<file path="src/rtl/conv_front_pkg.sv">
package conv_front_pkg;
  localparam int SEL_W = 3;

  typedef struct packed {
    logic             startStb;
    logic             captureStb;
    logic             leftAdj;
    logic             prescEn;
    logic [SEL_W-1:0] activeSel;
  } ctrlStb_t;
endpackage

</file>
<file path="src/rtl/conv_front_ctrl.sv">
module conv_front_ctrl
  import conv_front_pkg::*;
(
  input  logic       clk,
  input  logic       rstN,
  input  logic       ctrlWr,
  input  logic [7:0] wrData,
  input  logic       hwTrigMode,
  input  logic       hwTrig,
  input  logic       convDone,
  input  logic       irqAck,
  output logic [7:0] ctrlByte,
  output logic       convStart,
  output ctrlStb_t   stb
);
  logic             irqQ, busyQ, dacQ, enQ, ladjQ, convStartQ;
  logic [SEL_W-1:0] selQ, activeSelQ;
  logic             newEn, swGo, hwGo, goNow, finish, abort;
  logic [SEL_W-1:0] newSel;

  always_comb begin
    newEn  = ctrlWr ? wrData[4] : enQ;
    newSel = ctrlWr ? wrData[SEL_W-1:0] : selQ;
    swGo   = ctrlWr && wrData[6] && wrData[4] && !busyQ && !hwTrigMode;
    hwGo   = hwTrigMode && hwTrig && enQ && !busyQ;
    goNow  = swGo || hwGo;
    abort  = busyQ && !newEn;
    finish = busyQ && convDone && !abort;
  end

  always_ff @(posedge clk) begin
    if (!rstN) begin
      irqQ <= 1'b0; busyQ <= 1'b0; dacQ <= 1'b0; enQ <= 1'b0;
      ladjQ <= 1'b0; selQ <= '0; activeSelQ <= '0; convStartQ <= 1'b0;
    end else begin
      convStartQ <= goNow;
      if (ctrlWr) begin
        dacQ  <= wrData[5];
        enQ   <= wrData[4];
        ladjQ <= wrData[3];
        selQ  <= wrData[SEL_W-1:0];
      end
      if (goNow) busyQ <= 1'b1;
      else if (finish || abort) busyQ <= 1'b0;
      if (!busyQ) activeSelQ <= newSel;
      if (finish) irqQ <= 1'b1;
      else if (irqAck) irqQ <= 1'b0;
    end
  end

  assign ctrlByte = {irqQ, busyQ, dacQ, enQ, ladjQ, selQ};
  assign convStart = convStartQ;
  assign stb.startStb   = goNow;
  assign stb.captureStb = finish;
  assign stb.leftAdj    = ladjQ;
  assign stb.prescEn    = enQ;
  assign stb.activeSel  = activeSelQ;
endmodule

</file>
<file path="src/rtl/conv_front_dp.sv">
module conv_front_dp
  import conv_front_pkg::*;
#(
  parameter int RES_W = 10
) (
  input  logic             clk,
  input  logic             rstN,
  input  ctrlStb_t         stb,
  input  logic             rcTick,
  input  logic [RES_W-1:0] convResult,
  output logic             convClkTick,
  output logic [7:0]       dataLo,
  output logic [7:0]       dataHi
);
  localparam int DATA_W = 16;
  localparam int PAD_W  = DATA_W - RES_W;
  localparam int CNT_W  = (1 << SEL_W) - 1;

  logic [CNT_W-1:0] cntQ, lim;
  logic [CNT_W:0]   limWide;
  logic [DATA_W-1:0] dataQ;

  always_comb begin
    limWide = ((CNT_W+1)'(1) << stb.activeSel) - (CNT_W+1)'(1);
    lim     = limWide[CNT_W-1:0];
  end

  always_ff @(posedge clk) begin
    if (!rstN || !stb.prescEn || stb.startStb) cntQ <= '0;
    else if (stb.activeSel != '0) cntQ <= (cntQ >= lim) ? '0 : cntQ + 1'b1;
  end

  assign convClkTick = stb.prescEn && !stb.startStb &&
                       ((stb.activeSel == '0) ? rcTick : (cntQ == lim));

  always_ff @(posedge clk) begin
    if (!rstN) dataQ <= '0;
    else if (stb.captureStb)
      dataQ <= stb.leftAdj ? {convResult, {PAD_W{1'b0}}}
                           : {{PAD_W{convResult[RES_W-1]}}, convResult};
  end

  assign dataLo = dataQ[7:0];
  assign dataHi = dataQ[15:8];
endmodule

</file>
<file path="src/rtl/conv_front.sv">
module conv_front
  import conv_front_pkg::*;
#(
  parameter logic [7:0] ADDR_CTRL = 8'hD9,
  parameter logic [7:0] ADDR_LO   = 8'hDC,
  parameter logic [7:0] ADDR_HI   = 8'hDD,
  parameter int         RES_W     = 10
) (
  input  logic             clk,
  input  logic             rstN,
  input  logic [7:0]       sfrAddr,
  input  logic             sfrWrEn,
  input  logic [7:0]       sfrWrData,
  output logic [7:0]       sfrRdData,
  input  logic             irqAck,
  input  logic             hwTrigMode,
  input  logic             hwTrig,
  input  logic             rcTick,
  output logic             convStart,
  output logic             convClkTick,
  input  logic             convDone,
  input  logic [RES_W-1:0] convResult,
  output logic             dacMode,
  output logic             convEnable,
  output logic             irqFlag
);
  ctrlStb_t   stb;
  logic [7:0] ctrlByte, dataLo, dataHi;
  logic       ctrlWr;

  assign ctrlWr = sfrWrEn && (sfrAddr == ADDR_CTRL);

  conv_front_ctrl ctrl_i (
    .clk(clk), .rstN(rstN), .ctrlWr(ctrlWr), .wrData(sfrWrData),
    .hwTrigMode(hwTrigMode), .hwTrig(hwTrig), .convDone(convDone),
    .irqAck(irqAck), .ctrlByte(ctrlByte), .convStart(convStart), .stb(stb)
  );

  conv_front_dp #(.RES_W(RES_W)) dp_i (
    .clk(clk), .rstN(rstN), .stb(stb), .rcTick(rcTick),
    .convResult(convResult), .convClkTick(convClkTick),
    .dataLo(dataLo), .dataHi(dataHi)
  );

  always_comb begin
    case (sfrAddr)
      ADDR_CTRL: sfrRdData = ctrlByte;
      ADDR_LO:   sfrRdData = dataLo;
      ADDR_HI:   sfrRdData = dataHi;
      default:   sfrRdData = 8'h00;
    endcase
  end

  assign dacMode    = ctrlByte[5];
  assign convEnable = ctrlByte[4];
  assign irqFlag    = ctrlByte[7];
endmodule

</file>
<file path="config.mk">
export PLATFORM = sky130hd
export DESIGN_NAME = conv_front
export DESIGN_NICKNAME = d
export VERILOG_FILES = /design/src/rtl/conv_front_pkg.sv /design/src/rtl/conv_front_ctrl.sv /design/src/rtl/conv_front_dp.sv /design/src/rtl/conv_front.sv
export SDC_FILE = /design/constraint.sdc
export NUM_CORES = 1
export LEC_CHECK = 0
export ABC_AREA = 1
export BUFFER_PORTS_ARGS = -buffer_cell sky130_fd_sc_hd__buf_2
export CORE_UTILIZATION = 39
export CTS_BUF_LIST = sky130_fd_sc_hd__clkbuf_16
export CTS_CLUSTER_DIAMETER = 150
export DETAILED_ROUTE_END_ITERATION = 12
export GPL_TIMING_DRIVEN = 0
export PLACE_DENSITY = 0.64
export SLEW_MARGIN = 5
export SYNTH_ARGS = -nofsm -noshare
export SYNTH_HDL_FRONTEND = slang
export SYNTH_SLANG_ARGS = --single-unit
</file>
<file path="constraint.sdc">
create_clock -name clk -period 4.4 [get_ports clk]
set_input_delay 0 -clock clk [delete_from_list [all_inputs] [get_ports clk]]
set_output_delay 0 -clock clk [all_outputs]
set_load 0.005 [all_outputs]
</file>
==> results of run 1 <==
registers in the layout, summed over array words and instances (netlist names):
register,cells
ctrl_i.busyQ,1
ctrl_i.convStart,1
ctrl_i.irqQ,1
ctrl_i.selQ,3
ctrl_i.enQ,1
ctrl_i.dacQ,1
dp_i.cntQ,7
ctrl_i.ladjQ,1
ctrl_i.activeSelQ,3
dp_i.dataQ,16
worst paths after layout:
kind / start / to / slack (ns) / cells past startpoint
worst max-delay path: ctrl_i.activeSelQ[1]$_SDFFE_PN0N_ / convClkTick / 1.73 / 15
worst min register to register: ctrl_i.irqQ$_SDFFE_PN0P_ / ctrl_i.irqQ$_SDFFE_PN0P_ / 0.47 / 2
worst max register to register: ctrl_i.activeSelQ[1]$_SDFFE_PN0N_ / dp_i.cntQ[4]$_SDFFE_PP0N_ / 1.84 / 15
worst min-delay path: sfrWrData[5] / ctrl_i.dacQ$_SDFFE_PN0N_ / 0.007 / 3
through the flow:
stage	hold WS, ns	cell area (um2)
finish	0.00739	2570
detailed placement	0.261	2420
floorplan	0.162	2110
CTS	0.00459	2570
global placement	0.257	2420
global route	0.0261	2570
power groups by stage:
stage	logic (mW)	clock network [mW]	registers, mW
floorplan	0.0194	0	0.324
global placement	0.0410	0	0.324
detailed placement	0.0413	0	0.324
CTS	0.0429	0.339	0.317
global route	0.0489	0.352	0.317
finish	0.0428	0.332	0.317
worst max-delay path: stages (launching register included):
cell	delay (ns)
dfxtp_1	0.34
nor2_1	0.19
nand2_1	0.09
buf_4	0.18
ha_1	0.20
o21ai_0	0.13
a21oi_1	0.09
xor2_1	0.16
ha_1	0.30
nand2_1	0.07
nor2_1	0.14
nand3_1	0.13
nand2_1	0.07
o21ai_0	0.08
nor2_1	0.10
buf_2	0.12
metal layers:
| metal | global-route usage (%) | routed length, um |
|---|---|---|
| met5 | 0 | 0 |
| met4 | 10.1 | 108 |
| met3 | 4.37 | 288 |
| met2 | 33.4 | 2320 |
| met1 | 23.8 | 2410 |
cell usage in the layout (no fill, tap or decap), types with 2 or more instances in the layout:
| cell type | n |
|---|---|
| nand3_2 | 2 |
| xor2_1 | 2 |
| a21oi_1 | 31 |
| nand4_1 | 5 |
| nand3b_1 | 2 |
| nand2_2 | 2 |
| buf_6 | 2 |
| clkinv_1 | 2 |
| nand2_1 | 91 |
| buf_4 | 2 |
| nand3_1 | 29 |
| and2_1 | 2 |
| clkbuf_8 | 2 |
| dlygate4sd3_1 | 2 |
| o21ai_0 | 11 |
| o211ai_1 | 5 |
| ha_1 | 9 |
| clkbuf_1 | 2 |
| dfxtp_1 | 35 |
| buf_2 | 45 |
| nor2_1 | 42 |
| clkbuf_16 | 5 |
| inv_1 | 35 |
repair_timing:
action,in CTS,in global routing
setup buffers,0,0
hold buffers,2,0
hold endpoints to repair,2,0
logic make-up (layout without fill, tap and decap cells):
| kind of cell | after synthesis | after routing | synth area share (%) |
|---|---|---|---|
| simple gates | 179 | 179 | 36.5 |
| compound gates | 51 | 51 | 13.2 |
| buf+inv | 46 | 100 | 10.4 |
| flops | 35 | 35 | 33.3 |
| fa+ha+maj | 9 | 9 | 5.35 |
| xor+xnor | 3 | 3 | 1.25 |
cell type report:
| cell class | instances | area share (%) |
|---|---|---|
| clock inverters | 2 | 0.340 |
| multi-input cells | 242 | 46.1 |
| clock buffers | 5 | 4.86 |
| inverters | 37 | 5.40 |
| flip-flops and latches | 35 | 27.2 |
| well taps | 70 | 3.40 |
| plain buffers | 9 | 3.11 |
| repair buffers | 47 | 9.53 |
==> impl_metrics.ini, run 1 <==
[timing]
tns_ns = 0
final_max_slew_viol_count = 0
slew_headroom_pct = 27.6
layout_min_cycle_time_ns = 2.67
setup_ws_ns = 1.73
max_freq_mhz = 375
clock_skew_ns = 0.00412
finalSetupViolCount = 0
min_period_over_period_pct = 60.6
rsz0062_at_grt = no
worst_pin_slew_ns = 1.08
hold_violations = 0

[place]
gp_congestion = 0.838
portBuffers = 45
place_ws_ns = 1.81
dp_hpwl_mm = 3.92
placedCellCount = 438

[flow_run]
cap_viol_max_count = 0

[drt]
drc = 0
ant_nets = 0
vias_per_cell = 4.76
avgRoutedWirePerCell_um = 11.4
first_pass_iters = 4
finalWirelength_mm = 5.12
num_vias = 2127
first_iter_violations = 62

[power_and_ir_drop]
power_density_nw_per_um2 = 269
power_mw = 0.692
p_int_mw = 0.540
seqPwrFrac_pct = 45.9
ir_worst_vdd_mv = 0.167
p_clk_share_pct = 47.9
leakage_nw = 1.22
p_comb_share_pct = 6.2
swShare_pct = 22.0
switchingPower_mw = 0.152

[floorplanning]
ios = 47
dieArea_um2 = 5700
core_area_um2 = 5140
die_w_um = 75.5
rows = 26
floorplan.initialDensity_pct = 41.0
die_h_um = 75.5

[cts]
clockBufferDepth = 2
cts.clk_slew.worst_paths_ns = 0.05
cts_tree = built
clkLatencyLatePin_ns = 0.28
htreeDepth = 2
cts_root_buf = clkbuf_16
numCtsBuffers = 5
post_cts_resized = 0
cts_sinks = 35

[layout]
fin_nets = 420
drive_above_1_share_pct = 17.5
fill_cells = 568
post-route-util_pct = 50.0
multi_input_area_um2 = 1190
fin_cells = 447
area_growth_pct = 22.2
regArea_um2 = 701
antenna_cells = 0

[synthesis]
avgSynthCellArea_um2 = 6.52
synth_edf_count = 0
yosys-top-cells-count = 91 x nand2_1, 42 x nor2_1, 35 x dfxtp_1, 35 x inv_1, 31 x a21oi_1
yosysWarnings = 0
synth_top_area_share_pct = 33.3
synthFlopType = dfxtp_1
synth_nets = 366
ys_types = 31
yosysMostFrequentCell = nand2_1
synthArstFlopShare_pct = 0
seq_area_frac_synth_pct = 33.3
synthCells = 323
ys_ff_latch = 35
synth_area_um2 = 2110
synth_area_leaders = dfxtp_1 33%, nand2_1 16%, nor2_1 7.5%
yosysTopAreaCell = dfxtp_1

[global_routing]
grt_pass1_vias = 1929
grt_usage_pct = 19.8
grt-ovfl-total = 0
antenna_found_initial = 0
grt_pass1_wl_mm = 8.34
grt_max_degree = 12

[hold_path]
hp-class = primary input to flip-flop

[critical_path]
arrival_ns = 2.67
critical_path_peak_fanout = 11
critPathCaptureType = output pin
crit_type = flip-flop to output pin
worstPathRequired_ns = 4.40
start_kind = flip-flop

[status]
status = completed
(Power assumes the default switching activity.)
==> inputs of run 2 (changes only) <==
Clock period 4.4 ns to 2.6 ns, I/O delays scaled along.
==> impl_metrics.ini, run 2 (synthesized netlist as in run 1, its figures left out) <==
[layout]
drive_above_1_share_pct = 20.9
fin_nets = 425
layout_commonest_cell = nand2_1
largest_reg_flops = 16
regMostFlops = dp_i.dataQ
fill_cells = 553
fin_area_um2 = 2640
layout_common_cells = 90 x nand2_1, 45 x buf_2, 40 x nor2_1, 35 x inv_1, 33 x dfxtp_1
antenna_cells = 0
area_growth_pct = 25.4
post-route-util_pct = 51.4
multi_input_area_um2 = 1210
largestRegisters = dp_i.dataQ (16), dp_i.cntQ (7)
regArea_um2 = 706
fin_cells = 452

[timing]
slew_headroom_pct = 29.7
max_freq_mhz = 415
final_max_slew_viol_count = 0
rsz0062_at_grt = no
tns_ns = 0
finalSetupViolCount = 0
clock_skew_ns = 0.00404
worst_pin_slew_ns = 1.05
layout_min_cycle_time_ns = 2.41
hold_violations = 0
min_period_over_period_pct = 92.7

[power_and_ir_drop]
ir_worst_vdd_mv = 0.284
power_density_nw_per_um2 = 445
power_mw = 1.18
leakage_nw = 1.26

[place]
placedCellCount = 438
dp_hpwl_mm = 3.92
post_dp_cell_area_um2 = 2420
portBuffers = 45
gp_congestion = 0.838

[global_routing]
grt-ovfl-total = 0
grt_max_degree = 12
grt_pass1_wl_mm = 8.45
grt_pass1_vias = 1944
antenna_found_initial = 0
grt_usage_pct = 20.1

[critical_path]
cp_slowest_cell = dfxtp_2
critPathMaxStageDelay_ns = 0.34
critical_path_peak_fanout = 5
start_kind = flip-flop
critPathCaptureType = output pin
worst-path-buf-inv = 2
cpLargestDelayFamily = simple AND/OR/NAND/NOR gates
arrival_ns = 2.41
worstPathRequired_ns = 2.60
crit_type = flip-flop to output pin
path_cells = nor2_2 -> nand2_1 -> buf_6 -> ha_2 -> o21ai_2 -> a21oi_2 -> xor2_1 -> ha_1 -> nand2_1 -> nor2_2 -> nand3_2 -> nand2_1 -> o21ai_0 -> nor2_1 -> buf_2
crit_top_cell = nand2_1

[floorplanning]
dieArea_um2 = 5700
die_w_um = 75.5
ios = 47
rows = 26
core_area_um2 = 5140
die_h_um = 75.5
floorplan.initialDensity_pct = 41.0

[drt]
ant_nets = 0
first_pass_iters = 4
vias_per_cell = 4.81
num_vias = 2173
first_iter_violations = 65
finalWirelength_mm = 5.22
avgRoutedWirePerCell_um = 11.5
drc = 0

[cts]
numCtsBuffers = 5
clkLatencyLatePin_ns = 0.28
cts_root_buf = clkbuf_16
cts_tree = built
htreeDepth = 2
cts_sinks = 35
clockBufferDepth = 2
cts.clk_slew.worst_paths_ns = 0.05

[hold_path]
hp-class = primary input to flip-flop

[status]
status = completed

[flow_run]
cap_viol_max_count = 0
run 2: cell count changes in the layout (fill, tap and decap cells not counted), moves of 2 or more:
cell and change:
dfxtp_1 -2, buf_4 +4, nor2_2 +2, nor2_1 -2
run 2: metrics by stage:
stage,hold slack (ns),setup WS [ns]
global route,0.0261,0.0156
finish,0.00790,0.189
detailed placement,0.261,0.00952
floorplan,0.162,0.331
CTS,0.00459,0.00293
global placement,0.257,0.0278
run 2: repair_timing:
action,4_1_cts,5_1_grt
hold buffers,2,0
gates cloned,0,0
gates resized for setup,4,8
endpoints found under the setup margin,1,8
pin swaps,2,2
buffers inserted,2,3
endpoints found under the hold margin,2,0
run 2: cell type report:
| type | instances | share of cell area [%] |
|---|---|---|
| Multi-Input combinational cell | 242 | 45.8 |
| Clock inverter | 2 | 0.332 |
| Timing Repair Buffer | 52 | 10.7 |
| Sequential cell | 35 | 26.7 |
| Buffer | 9 | 3.17 |
| Inverter | 37 | 5.26 |
| Tap cell | 70 | 3.32 |
| Clock buffer | 5 | 4.74 |
run 2: worst min-delay path: cells and delay by family:
kind,cells,cell delay (ns)
AO/OA/AOI/OAI,1,0.06
buffers and inverters,1,0.10
AND/OR/NAND/NOR,1,0.08
run 2: worst paths after layout:
path,depth (start not counted),startpoint,slack [ns],to
worst max register to register,14,ctrl_i.activeSelQ[2]$_SDFFE_PN0N_,0.28,dp_i.cntQ[2]$_SDFFE_PP0N_
worst min-delay path,3,sfrWrData[0],0.008,ctrl_i.selQ[0]$_SDFF_PN0_
worst min register to register,2,ctrl_i.irqQ$_SDFFE_PN0P_,0.47,ctrl_i.irqQ$_SDFFE_PN0P_
worst max-delay path,15,ctrl_i.activeSelQ[1]$_SDFFE_PN0N_,0.19,convClkTick
run 2: power by group:
part	total [mW]	leakage (nW)	internal (mW)	switching [mW]
clock network	0.566	0.0671	0.344	0.221
logic	0.0740	0.905	0.0339	0.0401
registers	0.536	0.283	0.536	0.000200
total	1.18	1.26	0.914	0.262
run 2: metal layers:
| metal | share of wire (%) | vias to the layer above | global-route usage (%) |
|---|---|---|---|
| met3 | 5.5 | 9 | 4.37 |
| met2 | 44 | 64 | 33.9 |
| met5 | 0 | - | 0 |
| li1 | - | 1160 | - |
| met4 | 2.0 | 0 | 10.1 |
| met1 | 48 | 940 | 24.0 |
